===== src/rtl/wp_gate_pkg.sv =====
package wp_gate_pkg;
  localparam logic [7:0] OP_WREN = 8'h06;
  localparam logic [7:0] OP_WRDI = 8'h04;
  localparam logic [7:0] OP_PP   = 8'h02;
  localparam logic [7:0] OP_SE   = 8'hD8;
  localparam logic [7:0] OP_BE   = 8'hC7;
  localparam logic [7:0] OP_WRSR = 8'h01;

  function automatic logic is_modify(logic [7:0] op);
    return (op == OP_PP) || (op == OP_SE) || (op == OP_BE) || (op == OP_WRSR);
  endfunction
endpackage


===== src/rtl/wp_prot_decode.sv =====
module wp_prot_decode #(
  parameter int SECT_W = 5,
  parameter int BP_W   = 3
) (
  input  logic [SECT_W-1:0] sect_i,
  input  logic [BP_W-1:0]   bp_i,
  output logic              prot_o
);
  localparam int LEVELS = 1 << BP_W;

  // top_q[g]: sector lies in the top 2^g sectors
  logic [LEVELS-1:0] top_q;
  for (genvar g = 0; g < LEVELS; g++) begin : g_lvl
    if (g < SECT_W) begin : g_part
      assign top_q[g] = &sect_i[SECT_W-1:g];
    end else begin : g_all
      assign top_q[g] = 1'b1;
    end
  end

  logic [BP_W-1:0] lvl;
  assign lvl    = bp_i - BP_W'(1);
  assign prot_o = (bp_i != '0) && top_q[lvl];
endmodule


===== src/rtl/wp_policy.sv =====
module wp_policy
  import wp_gate_pkg::*;
(
  input  logic [7:0] op_i,
  input  logic       wel_i,
  input  logic       aligned_i,
  input  logic       prot_i,
  input  logic       bp_any_i,
  input  logic       srwd_i,
  input  logic       wp_n_i,
  output logic       exec_o,
  output logic       set_wel_o,
  output logic       clr_wel_o
);
  logic gate_ok;
  assign gate_ok = wel_i & aligned_i;

  always_comb begin
    exec_o    = 1'b0;
    set_wel_o = 1'b0;
    clr_wel_o = 1'b0;
    unique case (op_i)
      OP_WREN: begin exec_o = 1'b1; set_wel_o = 1'b1; end
      OP_WRDI: begin exec_o = 1'b1; clr_wel_o = 1'b1; end
      OP_PP, OP_SE: exec_o = gate_ok & ~prot_i;
      OP_BE:        exec_o = gate_ok & ~bp_any_i;
      OP_WRSR:      exec_o = gate_ok & ~(srwd_i & ~wp_n_i);
      default:      exec_o = 1'b0;
    endcase
    if (is_modify(op_i)) clr_wel_o = exec_o;
  end
endmodule


===== src/rtl/wp_wel_latch.sv =====
module wp_wel_latch (
  input  logic clk_i,
  input  logic rst_ni,
  input  logic set_i,
  input  logic clr_i,
  output logic wel_o
);
  always_ff @(posedge clk_i or negedge rst_ni) begin
    if (!rst_ni)    wel_o <= 1'b0;
    else if (set_i) wel_o <= 1'b1;
    else if (clr_i) wel_o <= 1'b0;
  end
endmodule


===== src/rtl/wp_gate.sv =====
module wp_gate #(
  parameter int ADDR_W = 21,
  parameter int SECT_W = 5,
  parameter int CNT_W  = 16,
  parameter int BP_W   = 3
) (
  input  logic              clk_i,
  input  logic              rst_ni,
  input  logic              cmd_valid_i,
  input  logic [7:0]        cmd_op_i,
  input  logic [ADDR_W-1:0] addr_i,
  input  logic [CNT_W-1:0]  edge_cnt_i,
  input  logic [BP_W-1:0]   bp_i,
  input  logic              srwd_i,
  input  logic              wp_n_i,
  output logic              done_o,
  output logic              exec_o,
  output logic              reject_o,
  output logic              wel_o
);
  localparam int SECT_LSB = ADDR_W - SECT_W;

  logic unused_bits;
  assign unused_bits = ^{addr_i[SECT_LSB-1:0], edge_cnt_i[CNT_W-1:3]};

  logic prot, aligned, dec_exec, set_wel, clr_wel;
  assign aligned = (edge_cnt_i[2:0] == 3'b000);

  wp_prot_decode #(.SECT_W(SECT_W), .BP_W(BP_W)) u_prot (
    .sect_i (addr_i[ADDR_W-1:SECT_LSB]),
    .bp_i   (bp_i),
    .prot_o (prot)
  );

  wp_policy u_policy (
    .op_i      (cmd_op_i),
    .wel_i     (wel_o),
    .aligned_i (aligned),
    .prot_i    (prot),
    .bp_any_i  (bp_i != '0),
    .srwd_i    (srwd_i),
    .wp_n_i    (wp_n_i),
    .exec_o    (dec_exec),
    .set_wel_o (set_wel),
    .clr_wel_o (clr_wel)
  );

  wp_wel_latch u_wel (
    .clk_i  (clk_i),
    .rst_ni (rst_ni),
    .set_i  (cmd_valid_i & set_wel),
    .clr_i  (cmd_valid_i & clr_wel),
    .wel_o  (wel_o)
  );

  always_ff @(posedge clk_i or negedge rst_ni) begin
    if (!rst_ni) begin
      done_o   <= 1'b0;
      exec_o   <= 1'b0;
      reject_o <= 1'b0;
    end else begin
      done_o   <= cmd_valid_i;
      exec_o   <= cmd_valid_i & dec_exec;
      reject_o <= cmd_valid_i & ~dec_exec;
    end
  end
endmodule


===== config.mk =====
export PLATFORM = sky130hd
export DESIGN_NAME = wp_gate
export DESIGN_NICKNAME = d
export VERILOG_FILES = /design/src/rtl/wp_gate_pkg.sv /design/src/rtl/wp_prot_decode.sv /design/src/rtl/wp_policy.sv /design/src/rtl/wp_wel_latch.sv /design/src/rtl/wp_gate.sv
export SDC_FILE = /design/constraint.sdc
export NUM_CORES = 1
export LEC_CHECK = 0
export ABC_AREA = 1
export BUFFER_PORTS_ARGS = -buffer_cell sky130_fd_sc_hd__buf_4
export CAP_MARGIN = 20
export CORE_UTILIZATION = 33
export DETAILED_ROUTE_END_ITERATION = 8
export PLACE_DENSITY = 0.85
export SYNTH_ARGS = -nofsm -noshare
export SYNTH_HDL_FRONTEND = slang
export SYNTH_SLANG_ARGS = --single-unit

===== constraint.sdc =====
create_clock -name clk_i -period 1.35 [get_ports clk_i]
set_input_delay 0.405 -clock clk_i [delete_from_list [all_inputs] [get_ports clk_i]]
set_output_delay 0.405 -clock clk_i [all_outputs]
set_load 0.01 [all_outputs]

* After elaboration in Yosys (flattened, before gate mapping)
Index checks and enable logic that the tools add are counted.
** Storage, ports and cells
- Register bits after elaboration :: 4
- Input port bits :: 53
- Output and inout port bits :: 4
- Logic and storage cells :: 47
** Cells by class
- Add/sub/neg operators :: 1
- $lt $le $gt $ge :: 1
- Equality and inequality tests :: 6
- Multiplexer cells :: 8
- Bitwise gates (word level) :: 14
- Reductions and logical operators :: 13
** Operators by type and width (count)
- == test 8 x 3 -> 1 bit, second input constant :: 2
- == test 8 bit, second input constant :: 2
- AND 1 bit :: 9
- == test 8 x 1 -> 1 bit, second input constant :: 1
- == test 8 x 2 -> 1 bit, second input constant :: 1
- two-way mux 1 bit :: 6
- inverter 1 bit :: 5
- AND reduction 5 bit :: 1
- less-than comparator 3 x 4 -> 1 bit, second input constant :: 1
- case mux 1 bit (4 select lines) :: 1
- AND reduction 4 bit :: 1
- OR reduction 2 bit :: 2
- binary-select mux 1 bit (select 3 bit) :: 1
- logical NOT 3 bit :: 1
- logical OR 1 bit :: 3
- AND reduction 3 bit :: 1
- nonzero test 3 bit :: 1
- subtractor 3 x 1 -> 3 bit, second input constant :: 1
- AND reduction 2 bit :: 1
- nonzero test 2 bit :: 1
- logical AND 1 bit :: 1

* Longest topological paths before layout
Gate-level depths: netlist of the first run.
- Depth in word-level cells :: 11
- Gate-level depth with buffers :: 13
- Depth with buffers taken out :: 13

* Hierarchy
A second synthesis of the first run with hierarchy kept.
** Second synthesis, totals
- Cells, all modules :: 93
- Area, all modules :: 490.5 um^2
** By module, submodules not included
- wp_policy :: times used 1, cells each 51, area each 221.5 um^2, sequential area each 0.0 um^2
- wp_gate :: times used 1, cells each 18, area each 133.9 um^2, sequential area each 75.1 um^2
- wp_prot_decode :: times used 1, cells each 19, area each 95.1 um^2, sequential area each 0.0 um^2
- wp_wel_latch :: times used 1, cells each 5, area each 40.0 um^2, sequential area each 25.0 um^2

* Worst setup path after synthesis of the first run
Ideal clock, no wire load.
- Path kind :: input to register
- Start :: input bp_i[0]
- End :: register u_wel.wel_o
- Setup time :: 65 ps
- Arrival :: 1357 ps
- Required time :: 1285 ps
- Slack :: -72 ps
- Cell stages on the path :: 11
- Path buffers :: 0
- Path through :: inv_1 ha_1 ha_1 a21o_1 nor2_1 nand2_1 nand3_2 nand2_2 nand2_2 nand2_1 nand2_1
** Between the ends
- Word-level cells in the longest chain between the ends :: 10
- Elaborated cells between the ends (all ways) :: 13
- Those cells by class :: 1 x add/sub; 4 x mux; 5 x bitwise; 3 x reduce/logical
** RTL lines
- start: declaration :: RTL line wp_gate.sv:13 : input logic [BP_W-1:0] bp_i,
- subtractor 3 x 1 -> 3 bit :: RTL line wp_prot_decode.sv:22 : assign lvl = bp_i - BP_W'(1);
- binary-select mux 1 bit (select 3 bit) :: RTL line wp_prot_decode.sv:23 : assign prot_o = (bp_i != '0) && top_q[lvl];
- two-way mux 1 bit (not written as such) :: RTL line wp_prot_decode.sv:23
- logical AND 1 bit :: RTL line wp_prot_decode.sv:23
- inverter 1 bit :: RTL line wp_policy.sv:25 : OP_PP, OP_SE: exec_o = gate_ok & ~prot_i;
- AND 1 bit :: RTL line wp_policy.sv:25
- case mux 1 bit (4 select lines) (*) :: RTL line wp_policy.sv:22 : unique case (op_i)
- two-way mux 1 bit (*) :: RTL line wp_policy.sv:30 : if (is_modify(op_i)) clr_wel_o = exec_o;
- AND 1 bit (*) :: RTL line wp_gate.sv:52 : .clr_i (cmd_valid_i & clr_wel),
- nonzero test 2 bit (no source line) (*)
- end signal: assignment :: RTL line wp_wel_latch.sv:9 : if (!rst_ni) wel_o <= 1'b0;
- end signal: assignment :: RTL line wp_wel_latch.sv:10 : else if (set_i) wel_o <= 1'b1;
- end signal: assignment :: RTL line wp_wel_latch.sv:11 : else if (clr_i) wel_o <= 1'b0;
- end: declaration :: RTL line wp_wel_latch.sv:6 : output logic wel_o
Mark *: on every way between the ends. The rest lies on a longest branch, timed or not. The select of a mux whose other input is x is not followed.
A chain may end at the register's enable or synchronous reset.

* Worst setup path after layout of the first run
Same ends and word-level chain as after synthesis.

==> metrics.log, run 1 <==
INFO  metric final_common_cell = sky130_fd_sc_hd__buf_4
INFO  metric critPathTopFamily = simple AND/OR/NAND/NOR gates
INFO  metric drtAntennaViolNets = 0
INFO  metric fp.dieArea = 1553 sq um
INFO  metric fin_setup_tns = 0 ns
INFO  metric netlist-cell-type-count = 16
INFO  metric timing_max_transition_violations_final = 0
INFO  metric start_util = 0.3548
INFO  metric timing.critical_path.buf_inv = 2
INFO  metric mappedNetlistArea = 461.7 sq um
INFO  metric grt-ovfl-total = 0
INFO  metric final_number_of_setup_violating_endpoints = 0
INFO  metric finalWorstPathRequiredPeriod = 1.301 ns
INFO  metric ctsLongestPathBuffers = 2
INFO  metric routabilityCongestion = 0.7875
INFO  metric grt_start_max_net_pins = 5
INFO  metric worst_pin_slew = 0.1406 ns
INFO  metric ys_seq_area_frac = 0.2168
INFO  metric peakVddDrop = 0.2339 mV
INFO  metric worst-path-max-fanout = 3
INFO  metric net-switching-power = 0.1201 mW
INFO  metric synthesis_to_finish_area_growth = 71.54%
INFO  metric run_status = finished clean
INFO  metric critical_path.max_stage_delay = 0.26 ns
INFO  metric final_core_util = 0.6087
INFO  metric drc = 0
INFO  metric layout.cell_area.non_filler = 792.0 sq um
INFO  metric design.portCount = 57
INFO  metric wl_per_cell = 8.968 microns
INFO  metric cpMaxStageDelayCell = sky130_fd_sc_hd__ha_4
INFO  metric fp.dieH = 39.41 microns
INFO  metric cts_root_buffer_type = sky130_fd_sc_hd__clkbuf_4
INFO  metric ys_seq_elements = 4
INFO  metric number_of_antenna_violations_at_the_first_check_in_global_routing = 0
INFO  metric post_route_cells_drive_above_1_share = 0.5545
INFO  metric worst-setup-path-type = primary input to flip-flop
INFO  metric total_leakage_power = 0.4381 nW
INFO  metric clock-sinks = 4
INFO  metric core_area = 1301 sq um
INFO  metric intPower = 0.3179 mW
INFO  metric synth_top_cells_by_area = sky130_fd_sc_hd__dfrtp_1 22%, sky130_fd_sc_hd__nand2_1 15%, sky130_fd_sc_hd__nand2_2 11%, sky130_fd_sc_hd__inv_1 8.9%, sky130_fd_sc_hd__nor2_1 8.1%
INFO  metric hold_class = primary input to flip-flop
INFO  metric cp_common_cell = sky130_fd_sc_hd__nand2_1
INFO  metric syn-instance-count = 73
INFO  metric synth_warnings = 0
INFO  metric grt_usage = 0.1696
INFO  metric drt_pre_antenna_iters = 4
INFO  metric vias = 537
INFO  metric power_frac_seq = 0.296
INFO  metric rsz0062_at_grt = true
INFO  metric antenna_cells_inserted = 0
INFO  metric worst_setup_path_start_kind = primary input
INFO  metric cts_tree = yes
INFO  metric detailed_place.area = 743.2 sq um
INFO  metric dpl.hpwl = 996.9 microns
INFO  metric crit_required = 1.46 ns
INFO  metric power = 0.4380 mW
INFO  metric finalClockSkew = 0.003694 ns
INFO  metric synth_fp_nets = 128
INFO  metric vias_per_cell = 4.296
INFO  metric powerDensity = 553.0 nW/um^2
INFO  metric synth.top_cell.area_share = 0.2168
INFO  metric htree_levels = 1
INFO  metric std_cell_rows = 13
INFO  metric die_x = 39.41 microns
INFO  metric commonest_non_fill_non_tap_cells_in_the_layout = 31 x sky130_fd_sc_hd__buf_4, 18 x sky130_fd_sc_hd__nand2_1, 9 x sky130_fd_sc_hd__inv_1, 9 x sky130_fd_sc_hd__nor2_1, 8 x sky130_fd_sc_hd__nand2_2
INFO  metric initialDrtViolationCount = 12
INFO  metric place.port_buffers = 27
INFO  metric first_global_vias = 528
INFO  metric clk_transition_reported_paths = 0.04 ns
INFO  metric comb_power_share = 0.369
INFO  metric syn_area_per_cell = 6.325 sq um
INFO  metric worst_ep_arrival_time = 1.41 ns
INFO  metric net_switching_share_of_the_total_power = 0.2741
INFO  metric critical_path.cell_chain = buf_8 > inv_4 > ha_4 > nor2_2 > nor2_1 > nor2_1 > nand2_1 > nand2_1 > nand2_1 > nand3_2 > nand2_2 > nand2_2 > nand2_1 > nand2_1
INFO  metric clock_latency = 0.23 ns
INFO  metric maxClockFrequency = 0.7689 GHz
INFO  metric timing.critical_path.to_type = flip-flop
INFO  metric place_worst_setup_slack = -0.1911 ns
INFO  metric cap_viol_max_count = 0
INFO  metric slew_headroom = 0.9056
INFO  metric synth.largest_area_cell = sky130_fd_sc_hd__dfrtp_1
INFO  metric pwr-share-clk = 0.335
INFO  metric grt_pass1_wl = 1794 microns
INFO  metric final_hold_viol_count = 0
INFO  metric final.period_utilization = 0.9634
INFO  metric cts_buffers = 3
INFO  metric number_of_nets_in_the_layout = 167
INFO  metric timing.final.ws_setup = 0.04937 ns
INFO  metric wl = 1121 microns
state kept, by name, indices dropped and copies added, names as in the netlist:
name         count
done_o           1
exec_o           1
reject_o         1
u_wel.wel_o      1
worst paths after layout:
| kind | slack [ns] | endpoint | depth (start not counted) | startpoint |
|---|---|---|---|---|
| max | 0.05 | u_wel.wel_o$_DFFE_PN0P_ | 14 | bp_i[0] |
| min in group asynchronous | 0.50 | exec_o$_DFF_PN0_ | 2 | rst_ni |
| min | 0.31 | done_o$_DFF_PN0_ | 1 | cmd_valid_i |
| max in group asynchronous | 0.75 | u_wel.wel_o$_DFFE_PN0P_ | 2 | rst_ni |
| min reg2reg | 0.54 | u_wel.wel_o$_DFFE_PN0P_ | 2 | u_wel.wel_o$_DFFE_PN0P_ |
| max reg2reg | 0.33 | u_wel.wel_o$_DFFE_PN0P_ | 7 | u_wel.wel_o$_DFFE_PN0P_ |
per-layer routing:
metal / vias to the layer above / global-route usage / routed length [microns]
li1: 292 / - / -
met2: 17 / 0.3811 / 696
met3: 0 / 0.01705 / 38
met4: 0 / 0.07759 / 0
met1: 228 / 0.1338 / 387
met5: - / 0 / 0
final cells by class:
| cell class | count | area, sq um |
|---|---|---|
| fillers | 135 | 509.2 |
| clock buffers | 3 | 22.52 |
| inverters | 14 | 55.05 |
| well taps | 15 | 18.77 |
| flip-flops and latches | 4 | 100.1 |
| multi-input cells | 55 | 326.6 |
| repair buffers | 34 | 269.0 |
stage by stage:
stage / cells / hold slack (ns)
after detailed placement: 121 / 0.2033
after global routing: 125 / 0.3038
after global placement: 121 / 0.1996
after floorplan: 73 / 0.1094
after CTS: 125 / 0.3051
final: 125 / 0.3125
power groups by stage:
stage | Combinational, mW | Sequential (mW) | Clock (mW)
after floorplan | 0.0626 | 0.133 | 0
after detailed placement | 0.155 | 0.131 | 0
after CTS | 0.158 | 0.130 | 0.152
final | 0.162 | 0.129 | 0.147
after global placement | 0.149 | 0.130 | 0
after global routing | 0.180 | 0.130 | 0.162
timing repair:
action | in CTS | in global routing
gates resized for setup | 0 | 5
endpoints found under the setup margin | 0 | 2
hold buffers | 1 | 0
setup buffers | 0 | 0
hold endpoints to repair | 4 | 0
cell families after synthesis:
group	after synthesis	synth area share
AND/OR/NAND/NOR	51	0.5881
buffers and inverters	14	0.1138
flip-flops	4	0.2168
AO/OA/AOI/OAI	2	0.02710
adder cells (fa/ha/maj)	2	0.05419
cell usage after synthesis:
master                    number
sky130_fd_sc_hd__inv_1        11
sky130_fd_sc_hd__dfrtp_1       4
sky130_fd_sc_hd__inv_2         3
sky130_fd_sc_hd__a21o_1        1
sky130_fd_sc_hd__nand4_1       1
sky130_fd_sc_hd__nor2_2        3
sky130_fd_sc_hd__nor3_1        1
sky130_fd_sc_hd__nor2_4        3
sky130_fd_sc_hd__nand3_2       1
sky130_fd_sc_hd__o21ai_0       1
sky130_fd_sc_hd__nor2_1       10
sky130_fd_sc_hd__nand2_2       8
sky130_fd_sc_hd__nand2_1      18
sky130_fd_sc_hd__nand3_1       4
sky130_fd_sc_hd__nand2_4       2
sky130_fd_sc_hd__ha_1          2
No activity file was read; power rests on OpenSTA's default activity.
==> run 2: changes to the inputs <==
--- a/config.mk
+++ b/config.mk
@@ -5,12 +5,13 @@
 export SDC_FILE = /design/constraint.sdc
 export NUM_CORES = 1
 export LEC_CHECK = 0
-export ABC_AREA = 1
 export BUFFER_PORTS_ARGS = -buffer_cell sky130_fd_sc_hd__buf_4
 export CAP_MARGIN = 20
-export CORE_UTILIZATION = 33
+export CORE_AREA = 2 2 39 41
 export DETAILED_ROUTE_END_ITERATION = 8
-export PLACE_DENSITY = 0.85
+export DIE_AREA = 0 0 41 43
+export MAX_ROUTING_LAYER = met4
+export PLACE_DENSITY = 0.77
 export SYNTH_ARGS = -nofsm -noshare
 export SYNTH_HDL_FRONTEND = slang
 export SYNTH_SLANG_ARGS = --single-unit
==> constraint.sdc (replaced) <==
create_clock -name clk_i -period 1.6 [get_ports clk_i]
set_input_delay 0.48 -clock clk_i [delete_from_list [all_inputs] [get_ports clk_i]]
set_output_delay 0.48 -clock clk_i [all_outputs]
set_load 0.01 [all_outputs]
==> run 2 against run 1 <==
- the flow now finishes with violations (negative setup slack)
- largest cell class is now buffers
- non-clock buffer count down 4
- total power down 19%
- cell count down 30%
- via count down 22%
- highest routed layer is now met4
- clock power down 17%
- synthesized area down 30%
- register-to-register slack worse by 0.19 ns
- core utilization down 14 points
- largest power group unchanged
==> metrics.log, run 2 <==
INFO  metric timing.critical_path.buf_inv = 2 (unchanged)
INFO  metric timing.critical_path.from = bp_i[1]
INFO  metric mappedNetlistArea = 322.8 sq um (-30%)
INFO  metric worst_ep_arrival_time = 1.78 ns (+0.37 ns)
INFO  metric layout.cell_area.non_filler = 648.1 sq um (-18%)
INFO  metric peakVddDrop = 0.1628 mV (-30%)
INFO  metric post_route_cells_drive_above_1_share = 0.5493 (-0.005250)
INFO  metric cts_hold_repair.buffers = 0 (-1)
INFO  metric rsz0062_at_grt = true
INFO  metric routabilityCongestion = 0.7314 (-7.1%)
INFO  metric clock-sinks = 4 (unchanged)
INFO  metric std_cell_rows = 14 (+1)
INFO  metric ctsLongestPathBuffers = 2 (unchanged)
INFO  metric clock_latency = 0.23 ns (about the same)
INFO  metric final.period_utilization = 1.012
INFO  metric number_of_flops_mapped_to_enable_cells_by_yosys = 0 (unchanged)
INFO  metric initialDrtViolationCount = 4 (-8)
INFO  metric start_util = 0.2333 (-0.1215)
INFO  metric design.portCount = 57 (unchanged)
INFO  metric worst_pin_slew = 0.4223 ns (+0.2818 ns)
INFO  metric critical_path.max_stage_delay = 0.36 ns (+0.10 ns)
INFO  metric maxClockFrequency = 0.6178 GHz
INFO  metric vias_per_cell = 4.793 (+12%)
INFO  metric netlist-cell-type-count = 20 (+4)
INFO  metric synth_top_cells_by_area = sky130_fd_sc_hd__dfrtp_1 31%, sky130_fd_sc_hd__nor4b_1 8.1%, sky130_fd_sc_hd__ha_1 7.8%, sky130_fd_sc_hd__inv_1 7.0%, sky130_fd_sc_hd__o21bai_1 4.7%
INFO  metric synth.largest_area_cell = sky130_fd_sc_hd__dfrtp_1
INFO  metric yosys.cell_count.top_type = sky130_fd_sc_hd__inv_1
INFO  metric wl_per_cell = 9.966 microns (+11%)
INFO  metric failed_checks = negative setup slack
INFO  metric comb_power_share = 0.343 (-0.026)
INFO  metric timing.rr.start = u_wel.wel_o$_DFFE_PN0P_
INFO  metric final_hold_viol_count = 0 (unchanged)
INFO  metric ys_seq_elements = 4 (unchanged)
INFO  metric syn_area_per_cell = 8.495 sq um (+34%)
INFO  metric slew_headroom = 0.7145 (-0.1911)
INFO  metric cap_viol_max_count = 0 (unchanged)
INFO  metric power_frac_seq = 0.315 (+0.019)
INFO  metric synth.cells.most_frequent = 6 x sky130_fd_sc_hd__inv_1, 4 x sky130_fd_sc_hd__dfrtp_1, 3 x sky130_fd_sc_hd__nand2_1, 3 x sky130_fd_sc_hd__nor4b_1
INFO  metric worst_r2r_endpoint = u_wel.wel_o$_DFFE_PN0P_
INFO  metric syn-instance-count = 38 (-48%)
INFO  metric commonest_non_fill_non_tap_cells_in_the_layout = 28 x sky130_fd_sc_hd__buf_4, 4 x sky130_fd_sc_hd__dfrtp_1
INFO  metric synth_async_sr_flop_share = 1.000 (unchanged)
INFO  metric pwr-share-clk = 0.342 (+0.007)
INFO  metric cp_common_cell = sky130_fd_sc_hd__ha_4
INFO  metric drtAntennaViolNets = 0 (unchanged)
INFO  metric net-switching-power = 0.08616 mW (-28%)
INFO  metric run_status = finished, violations left
INFO  metric critical_path.cell_chain = buf_8 > inv_12 > ha_4 > ha_4 > o21bai_1 > o311a_1 > o31a_1 > o21ai_2
INFO  metric finalWorstPathRequiredPeriod = 1.619 ns
INFO  metric synth.top_cell.area_share = 0.3101 (+0.09328)
INFO  metric grt-ovfl-total = 0 (unchanged)
INFO  metric synthesis_to_finish_area_growth = 100.8%
INFO  metric fp.dieH = 43 microns (+9.1%)
INFO  metric synth_flop_cell = sky130_fd_sc_hd__dfrtp_1
INFO  metric detailed_place.area = 610.6 sq um (-18%)
INFO  metric place.port_buffers = 27 (unchanged)
INFO  metric worst-setup-path-type = primary input to flip-flop
INFO  metric final_common_cell = sky130_fd_sc_hd__buf_4
INFO  metric cpMaxStageDelayCell = sky130_fd_sc_hd__o311a_1
INFO  metric synth_fp_nets = 93 (-27%)
INFO  metric drc = 0 (unchanged)
INFO  metric clk_transition_reported_paths = 0.03 ns (about the same)
INFO  metric wl = 867 microns (-23%)
INFO  metric cts_root_buffer_type = sky130_fd_sc_hd__clkbuf_4
INFO  metric timing.final.ws_setup = -0.01856 ns (-0.06792 ns)
INFO  metric ff2ff_path_depth = 5 (-2)
INFO  metric grt_usage = 0.1201 (-0.04947)
INFO  metric antenna_cells_inserted = 0 (unchanged)
INFO  metric worst_setup_path_start_kind = primary input
INFO  metric synth_warnings = 0 (unchanged)
INFO  metric crit_required = 1.76 ns (+0.30 ns)
INFO  metric intPower = 0.2691 mW (-15%)
INFO  metric timing.critical_path.to_type = flip-flop
INFO  metric number_of_nets_in_the_layout = 128 (-23%)
INFO  metric vias = 417 (-22%)
INFO  metric place_worst_setup_slack = -0.4029 ns (-0.2118 ns)
INFO  metric core_area = 1384 sq um (+6.3%)
INFO  metric htree_levels = 1 (unchanged)
INFO  metric critPathTopFamily = compound AO/OA/AOI/OAI gates
INFO  metric total_leakage_power = 0.3254 nW (-26%)
INFO  metric ys_seq_area_frac = 0.3101 (+0.09328)
INFO  metric fp.dieArea = 1763 sq um (+14%)
INFO  metric finalClockSkew = 0.0005897 ns (-0.003105 ns)
INFO  metric dpl.hpwl = 748.2 microns (-25%)
INFO  metric cts_tree = yes
INFO  metric cts_buffers = 3 (unchanged)
INFO  metric drt_pre_antenna_iters = 2 (-2)
INFO  metric setup.reg_to_reg.worst_slack = 0.14 ns (-0.19 ns)
INFO  metric worst-path-max-fanout = 2 (-1)
INFO  metric die_x = 41 microns (+4.0%)
INFO  metric timing_max_transition_violations_final = 0 (unchanged)
INFO  metric grt_start_max_net_pins = 5 (unchanged)
INFO  metric powerDensity = 548.2 nW/um^2 (-0.87%)
INFO  metric number_of_antenna_violations_at_the_first_check_in_global_routing = 0 (unchanged)
INFO  metric final_number_of_setup_violating_endpoints = 1 (+1)
INFO  metric grt_pass1_wl = 1386 microns (-23%)
INFO  metric hold_class = primary input to async pin
INFO  metric net_switching_share_of_the_total_power = 0.2425 (-0.03162)
INFO  metric first_global_vias = 412 (-22%)
INFO  metric fin_setup_tns = -0.01856 ns (-0.01856 ns)
[run 2: changes by cell type in the layout (fill, tap and decap cells not counted), moves of 4 or more]
cell,delta
sky130_fd_sc_hd__nor2_2,-4
sky130_fd_sc_hd__nand2_1,-15
sky130_fd_sc_hd__nand2_2,-8
sky130_fd_sc_hd__inv_1,-6
sky130_fd_sc_hd__nor2_1,-8
[run 2: final cells by class]
| class | count | area, sq um |
|---|---|---|
| clock buffer | 3 | 22.52 |
| fill | 149 | 735.7 |
| inverter | 6 | 40.04 |
| multi-input combinational | 28 | 225.2 |
| sequential | 4 | 100.1 |
| tap | 16 | 20.02 |
| timing repair buffer | 30 | 240.2 |
[run 2: worst max path at each step]
| stage | cells after the start | to | slack [ns] |
|---|---|---|---|
| 2_1_floorplan | 8 | u_wel.wel_o$_DFFE_PN0P_ | -0.18 |
| 3_3_place_gp | 9 | u_wel.wel_o$_DFFE_PN0P_ | -0.38 |
| 3_5_place_dp | 9 | u_wel.wel_o$_DFFE_PN0P_ | -0.40 |
| 4_1_cts | 8 | u_wel.wel_o$_DFFE_PN0P_ | -0.02 |
| 5_1_grt | 8 | u_wel.wel_o$_DFFE_PN0P_ | -0.08 |
| 6_report | 8 | u_wel.wel_o$_DFFE_PN0P_ | -0.02 |
[run 2: logic make-up (layout without fill, tap and decap cells)]
| logic type | after synthesis | after routing | share of synthesized area |
|---|---|---|---|
| flip-flops | 4 | 4 | 0.3101 |
| adder cells (fa/ha/maj) | 2 | 2 | 0.07751 |
| buffers and inverters | 6 | 39 | 0.06976 |
| AND/OR/NAND/NOR | 16 | 16 | 0.3178 |
| AO/OA/AOI/OAI | 10 | 10 | 0.2248 |
[run 2: per-layer routing]
metal	wire, microns	part of all wire	GRT usage
met5	0	0	-
met4	15	0.017	0.1000
met3	84	0.097	0.01571
met2	433	0.50	0.1875
met1	333	0.38	0.1246
[run 2: worst reg2reg max path, cell delays in order (launching register included)]
cell and delay (ns):
sky130_fd_sc_hd__dfrtp_1 0.35, sky130_fd_sc_hd__nor4b_1 0.38, sky130_fd_sc_hd__and3b_1 0.22, sky130_fd_sc_hd__o311a_1 0.18
sky130_fd_sc_hd__o31a_1 0.17, sky130_fd_sc_hd__o21ai_2 0.06
[run 2: what timing repair did]
action	in CTS	in global routing
endpoints found under the setup margin	2	3
pin swaps	5	0
setup buffers	0	0
gates resized for setup	4	1
[run 2: power by group through the flow]
stage / Clock (mW) / Combinational (mW) / Sequential [mW]
after floorplan: 0 / 0.0381 / 0.116
after detailed placement: 0 / 0.117 / 0.113
after CTS: 0.128 / 0.122 / 0.112
after global placement: 0 / 0.116 / 0.113
after global routing: 0.130 / 0.134 / 0.113
final: 0.122 / 0.122 / 0.112
[run 2: per-stage QoR]
| stage | util | hold slack [ns] | total power, mW | cells |
|---|---|---|---|---|
| 2_1_floorplan | - | 0.1844 | 0.1545 | 38 |
| 3_3_place_gp | 0.4412 | 0.2755 | 0.2287 | 84 |
| 3_5_place_dp | 0.4412 | 0.2782 | 0.2297 | 84 |
| 4_1_cts | 0.4656 | 0.02837 | 0.3617 | 87 |
| 5_1_grt | 0.4684 | 0.02785 | 0.3772 | 87 |
| 6_report | 0.4684 | 0.03503 | 0.3553 | 87 |
